### src/rtl/nrdiv_pkg.sv
package nrdiv_pkg;
   typedef enum logic [1:0] {
      ST_IDLE = 2'd0,
      ST_RUN  = 2'd1,
      ST_FIX  = 2'd2
   } nrdiv_state_e;

   localparam int ADDER_BEHAV  = 0;
   localparam int ADDER_RIPPLE = 1;
endpackage

### src/rtl/nrdiv_addsub.sv
module nrdiv_addsub #(
   parameter int W          = 5,
   parameter int ADDER_KIND = 0
) (
   input  logic [W-1:0] a_i,
   input  logic [W-1:0] b_i,
   input  logic         sub_i,
   output logic [W-1:0] sum_o
);
   import nrdiv_pkg::*;

   generate
      if (ADDER_KIND == ADDER_RIPPLE) begin : g_ripple
         logic [W:0]   carry;
         logic [W-1:0] b_eff;
         assign b_eff    = b_i ^ {W{sub_i}};
         assign carry[0] = sub_i;
         for (genvar i = 0; i < W; i++) begin : g_bit
            assign sum_o[i]   = a_i[i] ^ b_eff[i] ^ carry[i];
            assign carry[i+1] = (a_i[i] & b_eff[i]) | (a_i[i] & carry[i]) | (b_eff[i] & carry[i]);
         end
      end else begin : g_behav
         assign sum_o = sub_i ? (a_i - b_i) : (a_i + b_i);
      end
   endgenerate
endmodule

### src/rtl/nrdiv_ctrl.sv
module nrdiv_ctrl #(
   parameter int WIDTH = 8
) (
   input  logic clk,
   input  logic rst_n,
   input  logic start_i,
   input  logic zero_div_i,
   output logic load_o,
   output logic step_o,
   output logic finish_o,
   output logic busy_o
);
   import nrdiv_pkg::*;

   localparam int          CW   = $clog2(WIDTH);
   localparam logic [CW-1:0] LAST = CW'(WIDTH - 1);

   nrdiv_state_e  state_q;
   logic [CW-1:0] cnt_q;

   assign load_o   = (state_q == ST_IDLE) && start_i;
   assign step_o   = (state_q == ST_RUN);
   assign finish_o = (state_q == ST_FIX);
   assign busy_o   = (state_q != ST_IDLE);

   always_ff @(posedge clk or negedge rst_n) begin
      if (!rst_n) begin
         state_q <= ST_IDLE;
         cnt_q   <= '0;
      end else begin
         unique case (state_q)
            ST_IDLE: begin
               if (start_i) begin
                  cnt_q   <= '0;
                  state_q <= zero_div_i ? ST_FIX : ST_RUN;
               end
            end
            ST_RUN: begin
               if (cnt_q == LAST) state_q <= ST_FIX;
               else               cnt_q   <= cnt_q + 1'b1;
            end
            ST_FIX:  state_q <= ST_IDLE;
            default: state_q <= ST_IDLE;
         endcase
      end
   end
endmodule

### src/rtl/nrdiv_iter.sv
module nrdiv_iter #(
   parameter int WIDTH      = 8,
   parameter int ADDER_KIND = 0
) (
   input  logic             clk,
   input  logic             rst_n,
   input  logic             load_i,
   input  logic             step_i,
   input  logic [WIDTH-1:0] dividend_i,
   input  logic [WIDTH-1:0] divisor_i,
   output logic [WIDTH:0]   prem_o,
   output logic [WIDTH-1:0] quo_o,
   output logic [WIDTH-1:0] dsr_o,
   output logic             zero_o
);
   localparam int PW = WIDTH + 1;

   logic [PW-1:0]    prem_q;
   logic [WIDTH-1:0] quo_q;
   logic [WIDTH-1:0] dsr_q;
   logic             zero_q;
   logic [PW-1:0]    shifted;
   logic [PW-1:0]    next_prem;

   // Shift the remainder/quotient pair left; the sign before the step picks the operation.
   assign shifted = {prem_q[WIDTH-1:0], quo_q[WIDTH-1]};

   nrdiv_addsub #(.W(PW), .ADDER_KIND(ADDER_KIND)) u_step_adder (
      .a_i   (shifted),
      .b_i   ({1'b0, dsr_q}),
      .sub_i (~prem_q[WIDTH]),
      .sum_o (next_prem)
   );

   always_ff @(posedge clk or negedge rst_n) begin
      if (!rst_n) begin
         prem_q <= '0;
         quo_q  <= '0;
         dsr_q  <= '0;
         zero_q <= 1'b0;
      end else if (load_i) begin
         prem_q <= '0;
         quo_q  <= dividend_i;
         dsr_q  <= divisor_i;
         zero_q <= (divisor_i == '0);
      end else if (step_i) begin
         prem_q <= next_prem;
         quo_q  <= {quo_q[WIDTH-2:0], ~next_prem[WIDTH]};
      end
   end

   assign prem_o = prem_q;
   assign quo_o  = quo_q;
   assign dsr_o  = dsr_q;
   assign zero_o = zero_q;
endmodule

### src/rtl/nrdiv_fixup.sv
module nrdiv_fixup #(
   parameter int WIDTH      = 8,
   parameter int ADDER_KIND = 0
) (
   input  logic [WIDTH:0]   prem_i,
   input  logic [WIDTH-1:0] dsr_i,
   output logic [WIDTH-1:0] rem_o
);
   localparam int PW = WIDTH + 1;

   logic [PW-1:0] restored;

   nrdiv_addsub #(.W(PW), .ADDER_KIND(ADDER_KIND)) u_fix_adder (
      .a_i   (prem_i),
      .b_i   ({1'b0, dsr_i}),
      .sub_i (1'b0),
      .sum_o (restored)
   );

   // One correction only: a negative final partial remainder gets the divisor back.
   assign rem_o = prem_i[WIDTH] ? restored[WIDTH-1:0] : prem_i[WIDTH-1:0];
endmodule

### src/rtl/seq_nr_divider.sv
module seq_nr_divider #(
   parameter int WIDTH      = 8,
   parameter int ADDER_KIND = 0
) (
   input  logic             clk,
   input  logic             rst_n,
   input  logic             start_i,
   input  logic [WIDTH-1:0] dividend_i,
   input  logic [WIDTH-1:0] divisor_i,
   output logic             busy_o,
   output logic             done_o,
   output logic [WIDTH-1:0] quotient_o,
   output logic [WIDTH-1:0] remainder_o,
   output logic             div_by_zero_o
);
   generate
      if (WIDTH < 2) begin : g_bad_width
         $error("seq_nr_divider: WIDTH must be at least 2");
      end
      if (ADDER_KIND != 0 && ADDER_KIND != 1) begin : g_bad_kind
         $error("seq_nr_divider: ADDER_KIND must be 0 or 1");
      end
   endgenerate

   logic             load, step, finish;
   logic [WIDTH:0]   prem;
   logic [WIDTH-1:0] quo, dsr, rem;
   logic             zero_st;

   nrdiv_ctrl #(.WIDTH(WIDTH)) u_ctrl (
      .clk        (clk),
      .rst_n      (rst_n),
      .start_i    (start_i),
      .zero_div_i (divisor_i == '0),
      .load_o     (load),
      .step_o     (step),
      .finish_o   (finish),
      .busy_o     (busy_o)
   );

   nrdiv_iter #(.WIDTH(WIDTH), .ADDER_KIND(ADDER_KIND)) u_iter (
      .clk        (clk),
      .rst_n      (rst_n),
      .load_i     (load),
      .step_i     (step),
      .dividend_i (dividend_i),
      .divisor_i  (divisor_i),
      .prem_o     (prem),
      .quo_o      (quo),
      .dsr_o      (dsr),
      .zero_o     (zero_st)
   );

   nrdiv_fixup #(.WIDTH(WIDTH), .ADDER_KIND(ADDER_KIND)) u_fixup (
      .prem_i (prem),
      .dsr_i  (dsr),
      .rem_o  (rem)
   );

   always_ff @(posedge clk or negedge rst_n) begin
      if (!rst_n) begin
         done_o        <= 1'b0;
         quotient_o    <= '0;
         remainder_o   <= '0;
         div_by_zero_o <= 1'b0;
      end else begin
         done_o <= finish;
         if (finish) begin
            div_by_zero_o <= zero_st;
            if (zero_st) begin
               quotient_o  <= '1;
               remainder_o <= quo;   // quotient register still holds the dividend
            end else begin
               quotient_o  <= quo;
               remainder_o <= rem;
            end
         end
      end
   end
endmodule

### config.mk
export PLATFORM = sky130hd
export DESIGN_NAME = seq_nr_divider
export DESIGN_NICKNAME = d
export VERILOG_FILES = /design/src/rtl/nrdiv_pkg.sv /design/src/rtl/nrdiv_addsub.sv /design/src/rtl/nrdiv_ctrl.sv /design/src/rtl/nrdiv_iter.sv /design/src/rtl/nrdiv_fixup.sv /design/src/rtl/seq_nr_divider.sv
export SDC_FILE = /design/constraint.sdc
export NUM_CORES = 1
export LEC_CHECK = 0
export ABC_AREA = 1
export BUFFER_PORTS_ARGS = -buffer_cell sky130_fd_sc_hd__buf_2
export CAP_MARGIN = 20
export CELL_PAD_IN_SITES_DETAIL_PLACEMENT = 1
export CELL_PAD_IN_SITES_GLOBAL_PLACEMENT = 2
export CORE_ASPECT_RATIO = 0.6
export CORE_MARGIN = 2
export CORE_UTILIZATION = 31
export DETAILED_ROUTE_END_ITERATION = 10
export HOLD_SLACK_MARGIN = 0.08
export PLACE_DENSITY_LB_ADDON = 0.2
export REMOVE_ABC_BUFFERS = 1
export SLEW_MARGIN = 20
export SYNTH_ARGS = -nofsm -noshare
export SYNTH_HDL_FRONTEND = slang
export SYNTH_SLANG_ARGS = --single-unit
### constraint.sdc
create_clock -name clk -period 2.2 [get_ports clk]
set_input_delay 0.22 -clock clk [delete_from_list [all_inputs] [get_ports clk]]
set_output_delay 0.22 -clock clk [all_outputs]
set_load 0.1 [all_outputs]
* Yosys cells after proc, flatten, opt, wreduce, memory -nomap -nowiden
Index checks and enable logic that the tools add are counted.
** Operators by class
- $add $sub $neg :: 4
- Equality and inequality tests :: 6
- Mux-type cells :: 15
- Reduce and logical (&&, ||, !) cells :: 8
- Bitwise operators :: 1
** Operators by type and width (count)
- $mux W8 :: 5
- $mux W9 :: 3
- $add A9 B8 Y9 :: 1
- $sub A9 B8 Y9 :: 1
- $add A8 B8 Y8 :: 1
- $logic_not A8 Y1 :: 1
- $mux W2 :: 3
- $mux W3 :: 2
- $pmux W3 S2 :: 1
- $reduce_bool A2 Y1 :: 3
- $ne A2 B2 Y1 const B :: 2
- $pmux W2 S2 :: 1
- $add A3 B1 Y3 const B :: 1
- $eq A3 B3 Y1 const B :: 1
- $reduce_and A3 Y1 :: 1
- $eq A2 B1 Y1 const B :: 1
- $eq A2 B2 Y1 const B :: 1
- $logic_not A2 Y1 :: 1
- $ne A2 B1 Y1 const B :: 1
- $reduce_and A2 Y1 :: 1
- $logic_and A1 B1 Y1 :: 1
- $not A1 Y1 :: 1
** Word-level totals
- Input bits :: 19
- Register bits :: 49
- Logic and storage cells :: 44
- Output and inout bits :: 19

* Logic depth before layout (Yosys ltp)
Gate-level depths: netlist of run 1.
- Depth after elaboration :: 5
- Depth in mapped cells :: 18
- Gate-level depth less buffers :: 18

* Modules after synthesis
Synthesis of run 1 repeated with hierarchy kept, for this count alone.
** Second synthesis, totals
- Cells, all modules :: 533
- Area total of the unflattened synthesis :: 3580.9 um^2
** Modules (own cells, without submodules)
- nrdiv_addsub :: seq. area each 0.0 um^2, cells an instance 116, area each 615.6 um^2, instances 2
- nrdiv_iter :: seq. area each 650.6 um^2, cells an instance 127, area each 1097.3 um^2, instances 1
- seq_nr_divider :: seq. area each 450.4 um^2, cells an instance 114, area each 872.1 um^2, instances 1
- nrdiv_ctrl :: seq. area each 125.1 um^2, cells an instance 33, area each 271.5 um^2, instances 1
- nrdiv_fixup :: seq. area each 0.0 um^2, cells an instance 27, area each 108.9 um^2, instances 1

* Worst setup path before layout of run 1
No wires, ideal clock.
- Path kind :: reg-to-reg
- Start :: register u_iter.prem_q[8] (netlist: u_iter.prem_o[8])
- End :: register u_iter.prem_q[7] (netlist: u_iter.prem_o[7])
- Required time :: 2074 ps
- Setup time :: 126 ps
- Setup slack :: 130 ps
- Data arrival time :: 1943 ps
- Clock period less this slack :: 2070 ps
- Buffers on the path :: 1
- Stages on the path, launching flop included :: 11
- Cells stage by stage :: dfrtp_1 > inv_1 > clkbuf_1 > o21ai_0 > xor2_1 > ha_1 > a21oi_1 > o21a_1 > nand2_1 > nor2_1 > o22ai_2
** On the way
- Longest elaborated chain between the ends :: 3
** RTL lines
- from (decl) :: line nrdiv_iter.sv:18 : logic [PW-1:0] prem_q;
- from (signal assigned) :: line nrdiv_iter.sv:47 : prem_q <= next_prem;
- $mux W9 :: line nrdiv_addsub.sv:23 : assign sum_o = sub_i ? (a_i - b_i) : (a_i + b_i);
- $mux W9 :: line nrdiv_iter.sv:46 : end else if (step_i) begin
- $mux W9 :: line nrdiv_iter.sv:41 : end else if (load_i) begin
No other way between the ends. The select of a mux whose other input is x is not followed.
A chain may end at the register's enable or synchronous reset.

* Worst setup path in the final report of run 1
- Start :: register u_iter.dsr_q[1] (netlist: u_iter.dsr_o[1])
- End :: register u_iter.quo_q[0] (netlist: u_iter.quo_o[0])
** On the way
- Longest elaborated chain between the ends :: 5
- Elaborated cells between the ends (all ways) :: 6
- Classes of those cells :: add/sub: 2; mux: 3; bitwise: 1
** RTL lines
- from (decl) :: line nrdiv_iter.sv:20 : logic [WIDTH-1:0] dsr_q;
- from (signal assigned) :: line nrdiv_iter.sv:44 : dsr_q <= divisor_i;
- $sub A9 B8 Y9 / $add A9 B8 Y9 (equally long branches) :: line nrdiv_addsub.sv:23
- $mux W9 * :: line nrdiv_addsub.sv:23
- $not A1 Y1 * :: line nrdiv_iter.sv:48 : quo_q <= {quo_q[WIDTH-2:0], ~next_prem[WIDTH]};
- $mux W8 * :: line nrdiv_iter.sv:46
- $mux W8 * :: line nrdiv_iter.sv:41
- to (signal assigned) :: line nrdiv_iter.sv:43 : quo_q <= dividend_i;
- to (signal assigned) :: line nrdiv_iter.sv:48
- to (decl) :: line nrdiv_iter.sv:19 : logic [WIDTH-1:0] quo_q;
Every way passes the cells marked *; elsewhere a longest branch is shown, timed or not. The select of a mux whose other input is x is not followed.

==> results of run 1 <==
==> cell families (layout without fill, tap and decap cells) <==
family | Yosys count | after routing | share of synthesized area
buffers and inverters | 65 | 144 | 0.0892
XOR/XNOR | 7 | 7 | 0.0202
adder cells (fa/ha/maj) | 22 | 22 | 0.0958
AND/OR/NAND/NOR | 150 | 150 | 0.219
flip-flops | 49 | 49 | 0.405
AO/OA/AOI/OAI | 79 | 79 | 0.171
==> final timing paths <==
kind                            slack [ps]                      endpoint  depth (start not counted)                        start
worst max-delay path                     7   u_iter.quo_o[0]$_DFFE_PN0P_                         16  u_iter.dsr_o[1]$_DFFE_PN0P_
worst min register to register         490     div_by_zero_o$_DFFE_PN0P_                          2    div_by_zero_o$_DFFE_PN0P_
worst max register to register           7   u_iter.quo_o[0]$_DFFE_PN0P_                         16  u_iter.dsr_o[1]$_DFFE_PN0P_
max in group asynchronous             1160   u_iter.dsr_o[7]$_DFFE_PN0P_                          3                        rst_n
min in group asynchronous              560  u_iter.prem_o[5]$_DFFE_PN0P_                          3                        rst_n
worst min-delay path                   130   u_iter.quo_o[4]$_DFFE_PN0P_                          3                dividend_i[4]
==> critical path: cells and delay by family (launching register included) <==
| family | cells | cell delay [ps] |
|---|---|---|
| xor gates and xnor gates | 1 | 160 |
| buffers and inverters | 3 | 310 |
| AOI/OAI and AO/OA | 1 | 180 |
| adders and majority gates | 1 | 240 |
| and+or+nand+nor | 10 | 760 |
| DFF | 1 | 400 |
==> placed cells by master, fill, tap and decap left out, types with 17 or more instances in the layout <==
cell,instances
nand2_1,84
inv_1,45
ha_1,17
dfrtp_1,49
nand3_1,18
nor2_1,23
a21oi_1,23
buf_4,40
o21ai_0,21
buf_2,37
==> cell usage after synthesis (2+ instances only) <==
cell type	n	area share
o22ai_2	2	0.0083
ha_1	20	0.083
buf_2	3	0.0050
o221ai_2	3	0.015
fa_1	2	0.013
inv_2	5	0.0062
nor2_4	2	0.0074
nand4_1	2	0.0041
o21bai_1	2	0.0050
o21a_1	2	0.0050
nor2_8	2	0.013
o221ai_1	6	0.017
nand2_1	92	0.11
dfrtp_1	49	0.40
a22o_1	2	0.0058
buf_6	2	0.0074
nand2_4	2	0.0074
o22ai_1	2	0.0041
a21oi_1	25	0.041
nor2_1	26	0.032
xor2_1	6	0.017
clkbuf_1	2	0.0025
nand3_1	22	0.036
o21ai_2	5	0.014
o21ai_0	24	0.040
inv_1	51	0.063
==> routing by layer <==
| metal | wire, um | global-route usage | part of all wire | vias to the layer above |
|---|---|---|---|---|
| met5 | 0 | 0 | 0 | - |
| met4 | 86 | 0.0489 | 0.0091 | 0 |
| met3 | 528 | 0.0499 | 0.056 | 7 |
| met2 | 4020 | 0.289 | 0.42 | 54 |
| met1 | 4830 | 0.270 | 0.51 | 1310 |
| li1 | - | - | - | 1376 |
==> cell type report <==
cell class / count / area [um^2]
Clock buffer: 6 / 129
Fill cell: 1144 / 5420
Clock inverter: 2 / 15.0
Multi-Input combinational cell: 258 / 1650
Timing Repair Buffer: 78 / 495
Sequential cell: 49 / 1230
Tap cell: 130 / 163
Inverter: 58 / 225
==> through the flow <==
step / hold WS, ps / setup WS (ps) / setup TNS [ps]
floorplan: -75.6 / 119 / 0
global placement: 387 / -35.0 / -63.1
detailed placement: 399 / -114 / -309
CTS: 126 / 0.942 / 0
global route: 147 / -170 / -751
finish: 132 / 7.22 / 0
==> registers in the layout (all words and copies together) (netlist names) <==
register	count
u_ctrl.cnt_q	3
u_iter.prem_o	9
u_iter.dsr_o	8
div_by_zero_o	1
u_iter.quo_o	8
u_iter.zero_o	1
quotient_o	8
done_o	1
remainder_o	8
u_ctrl.state_q	2
==> what timing repair did <==
item | 4_1_cts | 5_1_grt
endpoints found under the setup margin | 4 | 8
gates cloned | 0 | 0
hold endpoints to repair | 7 | 0
hold buffers | 1 | 0
setup buffers | 6 | 6
gates resized for setup | 10 | 28
pin swaps | 5 | 20
==> reports/summary.txt, run 1 <==
Inst Count DP - 560
Post-route ant nets - 0
CP Cell Sequence - inv_2, nand3_1, o21ai_1, xor2_1, buf_4, ha_1, nand2_1, nand2_1, nand2_2, nand2_2, inv_1, nand2_1, nand3_2, nand3_2, nand2_1, nand2_1
Final Util - 0.419
CP Max Fanout - 4
CTS tree - done
Root Buffer - clkbuf_16
HP Class - in2reg
Fin crit share - 0.997
Port Buffers - 37
Async SR Flop Fraction - 1.00
Post-synth EDFFs - 0
Register clock-pin slew on the reported worst setup and hold paths - 70 ps
Fin cells - 581
Primary FF master, synth - dfrtp_1
Area grow syn2layout - 28.8%
Yosys reg bits - 49
CTS buffer count - 5
Final min period - 2190 ps
Clock tree buffer depth - 2
Pin count of the biggest net entering global routing - 50
Routed vias - 2,747
Final Skew - 4.87 ps
Nets - 491
Cell Rows - 27
Per-cell routed wire length - 16.3 um
Worst-Skew Late Latency - 300 ps
Critical path's largest stage delay - 400 ps
I/O pins - 38
CTS H-Tree Depth - 2
Iter 0 DRT Violations - 99
Total Routed Length - 9.47 mm
GRT overflow - 0
Antenna diodes - 0
Die H - 80.6 um
Status - complete, no violations
DP Area - 3540 um^2
Critical path arrival - 2380 ps
Residual DRC - 0
Share of cells above drive strength 1 - 0.308
Worst slew pin tran - 673 ps
Post-synthesis cell type count - 37
Post-DP HPWL - 7.19 mm
Slew Limit Headroom - 0.551
Critical path's slowest cell - dfrtp_1
Peak Freq - 456 MHz
Critical Path Source Type - flop
Seq/Total Area, Yosys - 0.405
RSZ-0062 raised after global routing - yes
Most used cell, CP - nand2_1
First-pass GRT wire length - 15.5 mm
Max cap viols - 0
Die area - 10,600 um^2
Vias in the first global route - 2,910
Via density - 4.73
Hold Vio Cnt, Final - 0
Crit. End Element - flop
Fin. max-slew vios - 0
Die X - 132 um
Initial Utilization - 0.325
Mean Syn Cell Area - 8.14 um^2
DRT Pass-1 Iters - 4
Placer Congestion - 0.839
Initial antenna violation count - 0
CP Class - reg2reg
GRT Total Usage - 0.191
Finished Cell Area - 3900 um^2
Sinks on Clock Net - 49
Worst endpoint required time - 2390 ps
Core Area - 9320 um^2
Final setup violating endpoints - 0
Synth Instances - 372
Ys Warns - 0
Post-Syn Area - 3030 um^2
Power of run 1 is not shown: default switching activity piles up to over one toggle a cycle in this logic, so the estimate is an artifact.
==> inputs of run 2 (changes only) <==
--- a/config.mk
+++ b/config.mk
@@ -5,14 +5,13 @@
 export SDC_FILE = /design/constraint.sdc
 export NUM_CORES = 1
 export LEC_CHECK = 0
-export ABC_AREA = 1
 export BUFFER_PORTS_ARGS = -buffer_cell sky130_fd_sc_hd__buf_2
 export CAP_MARGIN = 20
 export CELL_PAD_IN_SITES_DETAIL_PLACEMENT = 1
 export CELL_PAD_IN_SITES_GLOBAL_PLACEMENT = 2
 export CORE_ASPECT_RATIO = 0.6
 export CORE_MARGIN = 2
-export CORE_UTILIZATION = 31
+export CORE_UTILIZATION = 32
 export DETAILED_ROUTE_END_ITERATION = 10
 export HOLD_SLACK_MARGIN = 0.08
 export PLACE_DENSITY_LB_ADDON = 0.2
==> constraint.sdc (replaced) <==
create_clock -name clk -period 1.9 [get_ports clk]
set_input_delay 0.19 -clock clk [delete_from_list [all_inputs] [get_ports clk]]
set_output_delay 0.19 -clock clk [all_outputs]
set_load 0.1 [all_outputs]
==> reports/summary.txt, run 2 <==
Post-DP HPWL - 6.38 mm
Share of cells above drive strength 1 - 0.328
Post-route ant nets - 0
GRT Total Usage - 0.186
Max cap viols - 0
Cell taking the most area after synthesis - dfrtp_1
Most frequent cell after synthesis - nand2_1
Pin count of the biggest net entering global routing - 50
Antenna diodes - 0
Routed vias - 2,586
Ys Warns - 0
Final WS setup - -582 ps
Worst-Skew Late Latency - 290 ps
Die area - 9780 um^2
Most used cell, CP - a21o_1
Worst endpoint required time - 2120 ps
Seq/Total Area, Yosys - 0.426
Port Buffers - 37
Final Skew - 6.44 ps
Final min period - 2480 ps
DRT Pass-1 Iters - 4
Initial antenna violation count - 0
Post-synth EDFFs - 0
Clock tree buffer depth - 2
Critical path's slowest cell - dfrtp_1
Setup TNS - -3780 ps
Sinks on Clock Net - 49
Critical path arrival - 2700 ps
Largest register FFs - 9
Synth top cells by count - 63 x nand2_1, 49 x dfrtp_1, 29 x nor2_1, 25 x o21ai_0, 20 x ha_1
Post-synthesis cell type count - 46
Primary FF master, synth - dfrtp_1
Buf+Inv Stages, Crit Path - 1
Final Util - 0.460
Critical Path Source Type - flop
Nets - 455
Final setup violating endpoints - 10
Core Area - 8620 um^2
Synth Instances - 323
Most frequent cells in the layout - 63 x nand2_1, 54 x buf_4, 48 x dfrtp_1, 37 x buf_2, 27 x nor2_1
Most common cell after layout, fill and taps aside - nand2_1
Status - complete, but fails checks
Residual DRC - 0
CP Cell Sequence - nor2_2, nor4b_4, buf_4, nor2_4, xor2_2, ha_1, a21o_1, a21o_1, a221oi_2, xnor2_1, nand2_1, a21oi_1
Fin crit share - 1.31
Crit. End Element - flop
CTS tree - done
CTS H-Tree Depth - 2
Delay-heaviest family, CP - compound AO/OA/AOI/OAI gates
Per-cell routed wire length - 16.5 um
Mean Syn Cell Area - 8.90 um^2
Yosys reg bits - 49
Peak Freq - 403 MHz
Register clock-pin slew on the reported worst setup and hold paths - 70 ps
Die X - 126 um
Post-Syn Area - 2880 um^2
I/O pins - 38
CTS buffer count - 5
Failing checks - negative setup slack
Total Routed Length - 8.71 mm
Hold Vio Cnt, Final - 0
Root Buffer - clkbuf_16
Iter 0 DRT Violations - 101
Fin. max-slew vios - 0
HP Class - in2reg
Vias in the first global route - 2,749
Placer Congestion - 0.918
CP Class - reg2reg
RSZ-0062 raised after global routing - yes
First-pass GRT wire length - 14.2 mm
Share of the synthesized area in the top cell type - 0.426
Cell Rows - 26
Fillers - 999
Via density - 4.91
Async SR Flop Fraction - 1.00
Worst slew pin tran - 643 ps
GRT overflow - 0
Slew Limit Headroom - 0.570
Critical path's largest stage delay - 390 ps
Die H - 77.4 um
CP Max Fanout - 2
Area grow syn2layout - 37.8%
Initial Utilization - 0.334
Synth top area cells - dfrtp_1 43%, ha_1 8.7%, nand2_1 8.2%
run 2: changes by cell type after synthesis, sizes merged, moves of 8 or more:
cell	before	now
inv	58	14
nand2	94	63
nand3	22	10
a21oi	25	16
o221ai	9	0
clkbuf	2	10
run 2: through the flow:
step / setup WS [ps] / cells / hold slack (ps) / cell area [um^2]
after CTS: -578 / 524 / 102 / 3850
after global placement: -595 / 507 / 202 / 3520
after global routing: -739 / 527 / 116 / 3960
final: -582 / 527 / 104 / 3960
after floorplan: -525 / 310 / -106 / 2820
after detailed placement: -672 / 507 / 204 / 3520
run 2: cells by family after synthesis:
family	synth area share
simple gates	0.185
compound gates	0.174
flops	0.426
buf+inv	0.0365
fa+ha+maj	0.101
xor+xnor	0.0518
mux	0.0257
run 2: final timing paths:
path	start	to	slack, ps	cells after the start
setup / recovery	u_iter.dsr_o[3]$_DFFE_PN0P_	u_iter.quo_o[0]$_DFFE_PN0P_	-580	12
hold / removal	divisor_i[4]	u_iter.dsr_o[4]$_DFFE_PN0P_	100	3
setup reg to reg	u_iter.dsr_o[3]$_DFFE_PN0P_	u_iter.quo_o[0]$_DFFE_PN0P_	-580	12
hold reg to reg	quotient_o[6]$_DFFE_PN0P_	quotient_o[6]$_DFFE_PN0P_	480	2
max in group asynchronous	rst_n	remainder_o[5]$_DFFE_PN0P_	1240	3
min in group asynchronous	rst_n	u_iter.dsr_o[6]$_DFFE_PN0P_	400	3
run 2: cell type report:
| class | count | area, um^2 | share of cell area |
|---|---|---|---|
| timing repair buffer | 97 | 666 | 0.168 |
| tap | 112 | 140 | 0.0354 |
| clock buffer | 6 | 139 | 0.0350 |
| clock inverter | 2 | 37.5 | 0.00947 |
| sequential | 49 | 1230 | 0.310 |
| multi-input combinational | 247 | 1700 | 0.428 |
| inverter | 14 | 55.1 | 0.0139 |
run 2: routing by layer:
metal  track usage  part of all wire
met5             0                 0
met4        0.0286            0.0017
met3        0.0331             0.033
met2         0.283              0.43
met1         0.280              0.54
run 2: worst min-delay path, delay by kind of cell:
kind | cells | cell delay (ps)
buf+inv | 1 | 90
simple gates | 2 | 80
run 2: what timing repair did:
| action | CTS | global route |
|---|---|---|
| endpoints found under the hold margin | 49 | 0 |
| buffers inserted | 8 | 4 |
| pin swaps | 23 | 18 |
| hold buffers | 1 | 0 |
| endpoints found under the setup margin | 12 | 15 |
| resized for setup | 27 | 21 |
Power of run 2 is left out for the same reason.
==> inputs of run 3 (changes only) <==
--- a/config.mk
+++ b/config.mk
@@ -16,6 +16,7 @@
 export HOLD_SLACK_MARGIN = 0.08
 export PLACE_DENSITY_LB_ADDON = 0.2
 export REMOVE_ABC_BUFFERS = 1
+export SKIP_CTS_REPAIR_TIMING = 1
 export SLEW_MARGIN = 20
 export SYNTH_ARGS = -nofsm -noshare
 export SYNTH_HDL_FRONTEND = slang
==> reports/summary.txt, run 3 (synthesis results as in run 2) <==
Most used cell, CP - a21o_1
Critical path's slowest cell - dfrtp_1
Largest register FFs - 9
CTS tree - done
Critical Path Source Type - flop
Die X - 126 um
Max cap viols - 0
Critical path arrival - 2750 ps
Peak Freq - 396 MHz
Critical path depth in cells - 12
I/O pins - 38
Delay-heaviest family, CP - compound AO/OA/AOI/OAI gates
Worst reg-to-reg path cell count - 12
CP Class - reg2reg
Iter 0 DRT Violations - 72
Dpl ws - -672 ps
Post-route ant nets - 0
Die area - 9780 um^2
Routed vias - 2,545
Port Buffers - 37
Via density - 4.90
Buf+Inv Stages, Crit Path - 1
Crit Reg-Reg Endpoint - u_iter.quo_o[0]$_DFFE_PN0P_
Nets - 447
First-pass GRT wire length - 13.7 mm
Fin. max-slew vios - 0
Placer Congestion - 0.918
CTS buffer count - 5
Per-cell routed wire length - 16.1 um
Share of cells above drive strength 1 - 0.302
HP Class - in2reg
Hold depth - 3
Multi-input logic area - 1650 um^2
Register clock-pin slew on the reported worst setup and hold paths - 70 ps
Sinks on Clock Net - 49
Area grow syn2layout - 33.7%
RSZ-0062 raised after global routing - yes
Final min period - 2530 ps
Cell Rows - 26
Hold EP - u_iter.dsr_o[4]$_DFFE_PN0P_
Most common cell after layout, fill and taps aside - nand2_1
Total Routed Length - 8.37 mm
Worst-Skew Late Latency - 290 ps
Final Skew - 7.80 ps
Final setup violating endpoints - 10
GRT Total Usage - 0.179
Failing checks - negative setup slack
Pin count of the biggest net entering global routing - 50
Internal reg-to-reg setup slack - -630 ps
Hold Vio Cnt, Final - 0
Crit. End Element - flop
Reg2reg start - u_iter.dsr_o[3]$_DFFE_PN0P_
Initial antenna violation count - 0
CP Max Fanout - 2
Clock tree buffer depth - 2
Critical path's largest stage delay - 390 ps
Die H - 77.4 um
Slew Limit Headroom - 0.574
Core Area - 8620 um^2
Residual DRC - 0
Hold path start - divisor_i[4]
Reg area - 1230 um^2
DRT Pass-1 Iters - 4
CTS H-Tree Depth - 2
Most frequent cells in the layout - 63 x nand2_1, 48 x dfrtp_1, 48 x buf_4, 37 x buf_2, 27 x nor2_1
Worst endpoint required time - 2120 ps
Worst slew pin tran - 637 ps
Initial Utilization - 0.334
Fin crit share - 1.33
Root Buffer - clkbuf_16
Status - complete, but fails checks
Vias in the first global route - 2,645
Final WS setup - -628 ps
Post-DP HPWL - 6.38 mm
CP Cell Sequence - nor2_2, nor4b_4, buf_4, nor2_4, xor2_2, ha_1, a21o_1, a21o_1, a221oi_2, xnor2_1, nand2_1, a21oi_1
Antenna diodes - 0
GRT overflow - 0
Fillers - 1,009
-- run 3: changes by cell type in the layout (fill, tap and decap cells not counted), sizes merged --
cell	change
buf	-8
-- run 3: metrics by stage --
stage	instance area, um^2	setup TNS (ps)	hold WS [ps]	cells	utilization
global placement	3520	-3860	202	507	0.408
detailed placement	3520	-4320	204	507	0.408
finish	3840	-3610	105	519	0.446
floorplan	2820	-2110	-106	310	-
global route	3840	-5230	115	519	0.446
CTS	3700	-4730	-109	515	0.429
-- run 3: final cells by class --
cell class | count | share of cell area
well taps | 112 | 0.0364
inverters | 14 | 0.0137
flip-flops and latches | 49 | 0.319
multi-input cells | 247 | 0.429
clock inverters | 2 | 0.00976
repair buffers | 89 | 0.156
clock buffers | 6 | 0.0361
-- run 3: routing by layer --
layer | global-route usage | up-vias | part of all wire
met5 | 0 | - | 0
met4 | 0.0286 | 0 | 0.0057
met3 | 0.0331 | 7 | 0.031
met2 | 0.262 | 36 | 0.41
met1 | 0.277 | 1218 | 0.55
li1 | - | 1284 | -
-- run 3: worst register-to-register path: cells and delay by family, from the launching register on --
kind | cells | cell delay, ps
AOI/OAI and AO/OA | 4 | 740
DFF | 1 | 390
adders and majority gates | 1 | 320
buffers and inverters | 1 | 170
and+or+nand+nor | 4 | 460
xor gates and xnor gates | 2 | 380
-- run 3: how the worst max path moves through the flow --
stage / to / slack, ps / startpoint
2_1_floorplan: u_iter.quo_o[0]$_DFFE_PN0P_ / -530 / u_iter.dsr_o[3]$_DFFE_PN0P_
3_3_place_gp: u_iter.quo_o[0]$_DFFE_PN0P_ / -590 / u_iter.dsr_o[3]$_DFFE_PN0P_
3_5_place_dp: u_iter.quo_o[0]$_DFFE_PN0P_ / -670 / u_iter.dsr_o[2]$_DFFE_PN0P_
4_1_cts: u_iter.quo_o[0]$_DFFE_PN0P_ / -670 / u_iter.dsr_o[2]$_DFFE_PN0P_
5_1_grt: u_iter.quo_o[0]$_DFFE_PN0P_ / -780 / u_iter.dsr_o[2]$_DFFE_PN0P_
6_report: u_iter.quo_o[0]$_DFFE_PN0P_ / -630 / u_iter.dsr_o[3]$_DFFE_PN0P_
Power of run 3 is left out for the same reason.
